File: config.mk
export PLATFORM = sky130hd
export DESIGN_NAME = varlen_sio
export DESIGN_NICKNAME = d
export VERILOG_FILES = /design/src/rtl/varlen_sio_pkg.sv /design/src/rtl/varlen_sio_clkgen.sv /design/src/rtl/varlen_sio_engine.sv /design/src/rtl/varlen_sio.sv
export SDC_FILE = /design/constraint.sdc
export NUM_CORES = 1
export LEC_CHECK = 0
export BUFFER_PORTS_ARGS = -buffer_cell sky130_fd_sc_hd__buf_4
export CORE_UTILIZATION = 25
export CTS_BUF_LIST = sky130_fd_sc_hd__clkbuf_4
export CTS_CLUSTER_SIZE = 25
export DETAILED_ROUTE_END_ITERATION = 6
export GPL_ROUTABILITY_DRIVEN = 0
export PLACE_DENSITY = 0.43
export REMOVE_ABC_BUFFERS = 1
export SLEW_MARGIN = 20
export SYNTH_ARGS = -nofsm -noshare
export SYNTH_HDL_FRONTEND = slang
export SYNTH_SLANG_ARGS = --single-unit
File: constraint.sdc
create_clock -name clk -period 3.6 [get_ports clk]
set_input_delay 0.36 -clock clk [delete_from_list [all_inputs] [get_ports clk]]
set_output_delay 0.36 -clock clk [all_outputs]
set_load 0.01 [all_outputs]
File: src/rtl/varlen_sio_pkg.sv
package varlen_sio_pkg;
  localparam int FRAME_MAX = 8;
  localparam int IDX_W     = $clog2(FRAME_MAX);

  // control register bit positions
  localparam int CB_TXEN  = 0;
  localparam int CB_RXEN  = 1;
  localparam int CB_EXT   = 2;
  localparam int CB_DONE  = 3;
  localparam int CB_MSB   = 4;
  localparam int CB_TXINV = 5;
  localparam int CB_RXINV = 6;
  localparam int CB_LEN   = 8;

  // status register bit positions
  localparam int SB_OVR    = 0;
  localparam int SB_TXFULL = 1;
  localparam int SB_RXFULL = 2;

  typedef enum logic [1:0] {
    ADDR_CTRL   = 2'd0,
    ADDR_RELOAD = 2'd1,
    ADDR_DATA   = 2'd2,
    ADDR_STAT   = 2'd3
  } addr_e;
endpackage

File: src/rtl/varlen_sio_clkgen.sv
module varlen_sio_clkgen #(
  parameter int DIV_W = 16
) (
  input  logic             clk,
  input  logic             rst_n,
  input  logic             run,
  input  logic             ext_mode,
  input  logic [DIV_W-1:0] reload,
  input  logic             sclk_ext,
  output logic             fall_evt,
  output logic             rise_evt,
  output logic             sclk_int
);
  localparam int SYNC_W = 3;

  logic [DIV_W-1:0]  cnt_q, cnt_d;
  logic              sclk_q, sclk_d;
  logic [SYNC_W-1:0] ext_q, ext_d;
  logic              int_run, tick, ext_fall, ext_rise;
  logic [DIV_W-1:0]  half_last;

  always_comb begin
    int_run   = run && !ext_mode;
    half_last = reload + DIV_W'(1);
    tick      = int_run && (cnt_q == half_last);
    cnt_d     = int_run ? (tick ? '0 : cnt_q + DIV_W'(1)) : '0;
    sclk_d    = int_run ? (tick ? ~sclk_q : sclk_q) : 1'b1;
    ext_d     = {ext_q[SYNC_W-2:0], sclk_ext};
    ext_fall  = ext_q[SYNC_W-1] && !ext_q[SYNC_W-2];
    ext_rise  = !ext_q[SYNC_W-1] && ext_q[SYNC_W-2];
    fall_evt  = run && (ext_mode ? ext_fall : (tick && sclk_q));
    rise_evt  = run && (ext_mode ? ext_rise : (tick && !sclk_q));
  end

  always_ff @(posedge clk or negedge rst_n) begin
    if (!rst_n) begin
      cnt_q  <= '0;
      sclk_q <= 1'b1;
      ext_q  <= '1;
    end else begin
      cnt_q  <= cnt_d;
      sclk_q <= sclk_d;
      ext_q  <= ext_d;
    end
  end

  assign sclk_int = sclk_q;
endmodule

File: src/rtl/varlen_sio_engine.sv
module varlen_sio_engine
  import varlen_sio_pkg::*;
(
  input  logic                 clk,
  input  logic                 rst_n,
  input  logic                 fall_evt,
  input  logic                 rise_evt,
  input  logic                 tx_en,
  input  logic                 rx_en,
  input  logic [IDX_W-1:0]     len_m1,
  input  logic                 msb_req,
  input  logic                 irq_on_done,
  input  logic [FRAME_MAX-1:0] tbuf,
  input  logic                 tbuf_full,
  input  logic                 din,
  output logic                 take,
  output logic                 busy,
  output logic                 txd,
  output logic                 tx_irq,
  output logic                 rx_push,
  output logic [FRAME_MAX-1:0] rx_word
);
  localparam logic [IDX_W-1:0] LAST_IDX = IDX_W'(FRAME_MAX - 1);

  logic                 busy_q, busy_d;
  logic [IDX_W-1:0]     idx_q, idx_d, flen_q, flen_d, pos;
  logic                 fmsb_q, fmsb_d, ract_q, ract_d;
  logic [FRAME_MAX-1:0] tbits_q, tbits_d, rbits_q, rbits_d, rbits_cap;
  logic                 txd_q, txd_d, txirq_q, txirq_d, push_q, push_d;
  logic [FRAME_MAX-1:0] word_q, word_d;
  logic                 last_rise;

  always_comb begin
    pos       = fmsb_q ? (LAST_IDX - idx_q) : idx_q;
    last_rise = busy_q && rise_evt && (idx_q == flen_q);
    take      = tx_en && tbuf_full && (!busy_q || last_rise);
    rbits_cap = rbits_q;
    if (busy_q && rise_evt && ract_q) rbits_cap[pos] = din;

    busy_d  = busy_q;  idx_d  = idx_q;  flen_d = flen_q; fmsb_d = fmsb_q;
    tbits_d = tbits_q; rbits_d = rbits_q; ract_d = ract_q; txd_d = txd_q;
    word_d  = word_q;  txirq_d = 1'b0;  push_d = 1'b0;

    if (busy_q && fall_evt) txd_d = tbits_q[pos];
    if (busy_q && rise_evt) begin
      idx_d   = idx_q + IDX_W'(1);
      rbits_d = rbits_cap;
    end
    if (last_rise) begin
      busy_d  = 1'b0;
      push_d  = ract_q;
      word_d  = rbits_cap;
      txirq_d = irq_on_done;
    end
    if (take) begin
      busy_d  = 1'b1;
      idx_d   = '0;
      flen_d  = len_m1;
      fmsb_d  = msb_req && (len_m1 == LAST_IDX);
      tbits_d = tbuf;
      ract_d  = rx_en;
      rbits_d = '0;
      if (!irq_on_done) txirq_d = 1'b1;
    end
  end

  always_ff @(posedge clk or negedge rst_n) begin
    if (!rst_n) begin
      busy_q <= 1'b0; idx_q <= '0; flen_q <= '0; fmsb_q <= 1'b0;
      tbits_q <= '0; rbits_q <= '0; ract_q <= 1'b0; txd_q <= 1'b1;
      txirq_q <= 1'b0; push_q <= 1'b0; word_q <= '0;
    end else begin
      busy_q <= busy_d; idx_q <= idx_d; flen_q <= flen_d; fmsb_q <= fmsb_d;
      tbits_q <= tbits_d; rbits_q <= rbits_d; ract_q <= ract_d; txd_q <= txd_d;
      txirq_q <= txirq_d; push_q <= push_d; word_q <= word_d;
    end
  end

  assign busy    = busy_q;
  assign txd     = txd_q;
  assign tx_irq  = txirq_q;
  assign rx_push = push_q;
  assign rx_word = word_q;
endmodule

File: src/rtl/varlen_sio.sv
module varlen_sio
  import varlen_sio_pkg::*;
#(
  parameter int HOST_W = 16,
  parameter int DIV_W  = 16
) (
  input  logic              clk,
  input  logic              rst_n,
  input  logic              wr_en,
  input  logic [1:0]        wr_addr,
  input  logic [HOST_W-1:0] wr_data,
  input  logic              rd_en,
  input  logic [1:0]        rd_addr,
  output logic [HOST_W-1:0] rd_data,
  input  logic              sclk_in,
  output logic              sclk_out,
  input  logic              sd_in,
  output logic              sd_out,
  output logic              tx_irq,
  output logic              rx_irq
);
  localparam logic [DIV_W-1:0]  RLD_MIN   = DIV_W'(1);
  localparam logic [DIV_W-1:0]  RLD_MAX   = DIV_W'((2 ** DIV_W) - 3);
  localparam logic [HOST_W-1:0] CTRL_MASK = HOST_W'(16'h077F);

  logic [1:0]           rst_pipe;
  logic                 rst_i;
  logic [HOST_W-1:0]    ctrl_q, ctrl_d;
  logic [DIV_W-1:0]     reload_q, reload_d;
  logic [FRAME_MAX-1:0] tbuf_q, tbuf_d, rbuf_q, rbuf_d, rx_word;
  logic                 tbuf_full_q, tbuf_full_d, rbuf_full_q, rbuf_full_d;
  logic                 ovr_q, ovr_d;
  logic [1:0]           din_q;
  logic                 wr_ctrl, wr_rld, wr_tx, rd_rx, rd_stat;
  logic                 take, eng_busy, txd, rx_push, fall_evt, rise_evt;
  logic                 irq_done, din;

  // asynchronous assertion, synchronous release
  always_ff @(posedge clk or negedge rst_n) begin
    if (!rst_n) rst_pipe <= 2'b00;
    else        rst_pipe <= {rst_pipe[0], 1'b1};
  end
  assign rst_i = rst_pipe[1];

  assign irq_done = ctrl_q[CB_DONE];
  assign din      = din_q[1] ^ ctrl_q[CB_RXINV];

  always_comb begin
    wr_ctrl = wr_en && (wr_addr == ADDR_CTRL);
    wr_rld  = wr_en && (wr_addr == ADDR_RELOAD);
    wr_tx   = wr_en && (wr_addr == ADDR_DATA);
    rd_rx   = rd_en && (rd_addr == ADDR_DATA);
    rd_stat = rd_en && (rd_addr == ADDR_STAT);

    ctrl_d   = wr_ctrl ? (wr_data & CTRL_MASK) : ctrl_q;
    reload_d = reload_q;
    if (wr_rld && wr_data[DIV_W-1:0] >= RLD_MIN && wr_data[DIV_W-1:0] <= RLD_MAX)
      reload_d = wr_data[DIV_W-1:0];

    tbuf_d      = wr_tx ? wr_data[FRAME_MAX-1:0] : tbuf_q;
    tbuf_full_d = wr_tx ? 1'b1 : (take ? 1'b0 : tbuf_full_q);

    rbuf_d      = rx_push ? rx_word : rbuf_q;
    rbuf_full_d = rx_push ? 1'b1 : (rd_rx ? 1'b0 : rbuf_full_q);

    ovr_d = ovr_q;
    if (rd_stat) ovr_d = 1'b0;
    if (rx_push && rbuf_full_q && !rd_rx) ovr_d = 1'b1;
  end

  always_ff @(posedge clk or negedge rst_i) begin
    if (!rst_i) begin
      ctrl_q <= '0; reload_q <= RLD_MIN; tbuf_q <= '0; tbuf_full_q <= 1'b0;
      rbuf_q <= '0; rbuf_full_q <= 1'b0; ovr_q <= 1'b0; din_q <= 2'b11;
    end else begin
      ctrl_q <= ctrl_d; reload_q <= reload_d; tbuf_q <= tbuf_d;
      tbuf_full_q <= tbuf_full_d; rbuf_q <= rbuf_d; rbuf_full_q <= rbuf_full_d;
      ovr_q <= ovr_d; din_q <= {din_q[0], sd_in};
    end
  end

  always_comb begin
    rd_data = '0;
    case (rd_addr)
      ADDR_CTRL:   rd_data = ctrl_q;
      ADDR_RELOAD: rd_data = HOST_W'(reload_q);
      ADDR_DATA:   rd_data = HOST_W'(rbuf_q);
      default: begin
        rd_data[SB_OVR]    = ovr_q;
        rd_data[SB_TXFULL] = tbuf_full_q;
        rd_data[SB_RXFULL] = rbuf_full_q;
      end
    endcase
  end

  varlen_sio_clkgen #(.DIV_W(DIV_W)) u_clk (
    .clk(clk), .rst_n(rst_i), .run(eng_busy), .ext_mode(ctrl_q[CB_EXT]),
    .reload(reload_q), .sclk_ext(sclk_in), .fall_evt(fall_evt),
    .rise_evt(rise_evt), .sclk_int(sclk_out)
  );

  varlen_sio_engine u_eng (
    .clk(clk), .rst_n(rst_i), .fall_evt(fall_evt), .rise_evt(rise_evt),
    .tx_en(ctrl_q[CB_TXEN]), .rx_en(ctrl_q[CB_RXEN]),
    .len_m1(ctrl_q[CB_LEN +: IDX_W]), .msb_req(ctrl_q[CB_MSB]),
    .irq_on_done(irq_done), .tbuf(tbuf_q), .tbuf_full(tbuf_full_q), .din(din),
    .take(take), .busy(eng_busy), .txd(txd), .tx_irq(tx_irq),
    .rx_push(rx_push), .rx_word(rx_word)
  );

  assign sd_out = txd ^ ctrl_q[CB_TXINV];
  assign rx_irq = rx_push;
endmodule

==> metrics.yaml <==
numCtsBuffers: 9
synthFlopType: "dfrtp_1"
grt_overflow: 0
final_cell_mix: "dfrtp_1 (96), mux2_2 (51), buf_4 (51)"
layout.nets: 567
finalHoldViolCount: 0
core_um2: 21200
drv_slew: 0
fin_skew_ns: 0.0240
worstReg2RegStart: "reload_q[0]$_DFFE_PN1P_"
critPathBufInv: 0
power_mw: 3.29
ir_worst_vdd_mv: 0.180
routed_wl_um: 13600
slowest_stage: "dfstp_2"
ff_latch_area_um2: 2640
synth_compound_area_share_pct: 9.28
synthXorXnorAreaFrac_pct: 6.79
synth-seq-cells: 105
multi_input_area_um2: 2620
min_path_type: "in2reg"
seqPwrFrac_pct: 51.5
fin_crit_ns: 3.32
cts-root-buf: "clkbuf_4"
grt_max_degree: 61
whs_endpoint: "ovr_q$_DFFE_PN0P_"
place_hpwl_um: 10200
r2r_slack_ns: 0.28
critical_path.max_stage_delay_ns: 0.61
vias: 3864
num_rows: 53
die_area_um2: 22300
cts_setup_buffers: 0
grt_busiest_layer: "met2"
hold_path_startpoint: "rd_en"
critPathTopFamily: "compound AO/OA/AOI/OAI gates"
ys_types: 54
synthesis.area_um2: 5420
crit_fanout: 17
rsz0062_at_grt: "false"
required_ns: 3.99
reg2reg_to: "u_eng.idx_q[2]$_DFFE_PN0P_"
grt_use_total_pct: 13.2
drt_iter0_markers: 260
antenna_found_initial: 1
hold_path_depth: 2
worst_pin_slew_ns: 0.787
worstSetupPathType: "reg2reg"
insertion_delay_ns: 0.49
synth_edf_count: 0
cts_resized: 0
clock_sinks: 105
finalCritPeriodShare_pct: 92.2
fin_cells: 819
final_common_cell: "dfrtp_1"
powerDensity_nw_per_um2: 528
synthArstFlopShare_pct: 100
synthSimpleGateAreaFrac_pct: 15.4
port_buffers: 45
use_met1_pct: 17.0
crit_path_end_kind: "flop"
area_growth_pct: 15.0
switching_share_pct: 35.1
place_area_um2: 6060
crit_cells: 9
grt_pass1_vias: 3935
start_util_pct: 25.6
fp.dieW_um: 149
fill_cells: 2169
status: "finished clean"
fmaxAchievable_mhz: 301
dp.cells: 799
syn_area_per_cell_um2: 10.9
r2r.worst_path.cells: 9
pwr-share-comb_pct: 29.5
startpoint_type: "flop"
switching_power_mw: 1.16
clkPwrFrac_pct: 19.0
drc: 0
wl_per_cell_um: 16.6
pin_count: 46
synth_fa_ha_area_share_pct: 0.693
grtUsageMet2_pct: 22.0
p_int_mw: 2.14
cp.arrival_ns: 3.71
finalInstanceArea_um2: 6230
slew_headroom_pct: 47.5
die_h_um: 149
clockBufferDepth: 2
postRouteAntennaNets: 0
dr.pass1.iters: 4
viasPerCell: 4.72
cap_violations: 0
setup_viol: 0
grt_first_pass_wirelength_um: 22400
ys_seq_area_share_pct: 48.7
drive_above_1_share_pct: 27.4
muxShareOfSynthArea_pct: 15.9
synth_cells: 496
clk_pin_slew_ns: 0.15
cts_tree: "done"
synth_top_family_by_area: "multiplexers"
grt_util_met3_pct: 2.35
cp_cell_sequence: "ha_1 -> nand3_1 -> or4_4 -> mux2_1 -> a311o_1 -> and4bb_4 -> a21oi_4 -> nor2_1 -> a2111oi_4"
leakage_nw: 2.57
cts-htree-levels: 3
yosys_warnings: 0
worst max path at each step:
stage | startpoint | end | slack [ns]
floorplan | reload_q[0]$_DFFE_PN1P_ | u_eng.tbits_q[1]$_DFFE_PN0P_ | -0.44
global placement | reload_q[0]$_DFFE_PN1P_ | u_eng.idx_q[2]$_DFFE_PN0P_ | 0.35
detailed placement | reload_q[0]$_DFFE_PN1P_ | u_eng.tx_irq$_DFF_PN0_ | 0.26
CTS | reload_q[0]$_DFFE_PN1P_ | u_eng.tx_irq$_DFF_PN0_ | 0.27
global route | reload_q[0]$_DFFE_PN1P_ | u_eng.idx_q[2]$_DFFE_PN0P_ | 0.11
finish | reload_q[0]$_DFFE_PN1P_ | u_eng.idx_q[2]$_DFFE_PN0P_ | 0.28
through the flow:
step           setup WS, ns  TNS (ns)  util, %  hold WS (ns)
2_1_floorplan        -0.442     -7.84        -        0.0644
3_3_place_gp          0.351         0     28.6         0.145
3_5_place_dp          0.263         0     28.6         0.147
4_1_cts               0.270         0     29.4        0.0344
5_1_grt               0.107         0     29.4        0.0381
6_report              0.281         0     29.4        0.0742
cell usage after synthesis, drive strengths merged, types with 2 or more instances:
| cell | instances | area (um^2) |
|---|---|---|
| a21oi | 8 | 51.3 |
| nand2b | 7 | 43.8 |
| dfstp | 8 | 210 |
| nand2 | 41 | 154 |
| nand3 | 12 | 60.1 |
| dfrtp | 97 | 2430 |
| o22ai | 10 | 62.6 |
| nor3 | 12 | 60.1 |
| inv | 14 | 52.6 |
| a31oi | 7 | 43.8 |
| nand3b | 5 | 37.5 |
| ha | 3 | 37.5 |
| buf | 9 | 61.3 |
| a221oi | 3 | 26.3 |
| a22oi | 2 | 15.0 |
| and2 | 8 | 50.1 |
| mux2 | 58 | 676 |
| mux4 | 3 | 67.6 |
| xor2 | 16 | 140 |
| nor2 | 36 | 138 |
| nor4 | 11 | 68.8 |
| mux2i | 12 | 120 |
| clkbuf | 15 | 56.3 |
| nor2b | 2 | 12.5 |
| o31ai | 5 | 37.5 |
| o21bai | 3 | 22.5 |
| or2 | 4 | 25.0 |
| and3 | 3 | 18.8 |
| a211oi | 6 | 45.0 |
| nand4 | 10 | 68.8 |
| o221ai | 2 | 23.8 |
| xnor2 | 26 | 228 |
| o21ai | 22 | 110 |
| nor3b | 5 | 37.5 |
cell families (layout without fill, tap and decap cells):
family	count (synthesis)	after routing
flops	105	105
fa+ha+maj	3	3
other cells	1	2
buf+inv	38	85
compound gates	73	73
mux	73	73
simple gates	161	161
xor+xnor	42	42
final cells by class:
type                       instances  share of cell area, %
sequential                       105                   42.4
multi-input combinational        353                   42.0
timing repair buffer              55                   6.95
tap                              275                   5.52
clock buffer                      11                   1.33
clock inverter                     5                  0.884
inverter                          14                  0.844
antenna                            1                 0.0402
per-layer routing:
metal,wire length [um],vias to the layer above
li1,-,1857
met1,6240,1937
met2,6820,54
met3,289,16
met4,276,0
met5,0,-
flip-flops by register name, summed over array words and instances (netlist names), 2 cells and up:
register,flops
rst_pipe,2
reload_q,16
din_q,2
rbuf_q,8
u_eng.flen_q,3
tbuf_q,8
u_eng.rbits_q,8
u_eng.rx_word,8
u_eng.idx_q,3
u_clk.cnt_q,16
u_clk.ext_q,3
u_eng.tbits_q,8
ctrl_q,10
power groups by stage:
stage          sequential [mW]  combinational (mW)  clock [mW]
3_3_place_gp              1.72               0.967           0
3_5_place_dp              1.73               0.978           0
5_1_grt                   1.74                1.08       0.704
4_1_cts                   1.70               0.987       0.663
6_report                  1.70               0.971       0.625
2_1_floorplan             1.63               0.694           0
timing repair:
item / 4_1_cts / 5_1_grt
endpoints found under the hold margin: 4 / 0
hold buffers: 3 / 0
setup endpoints to repair: 0 / 0
Note: power is estimated with default switching activity, not from simulation.
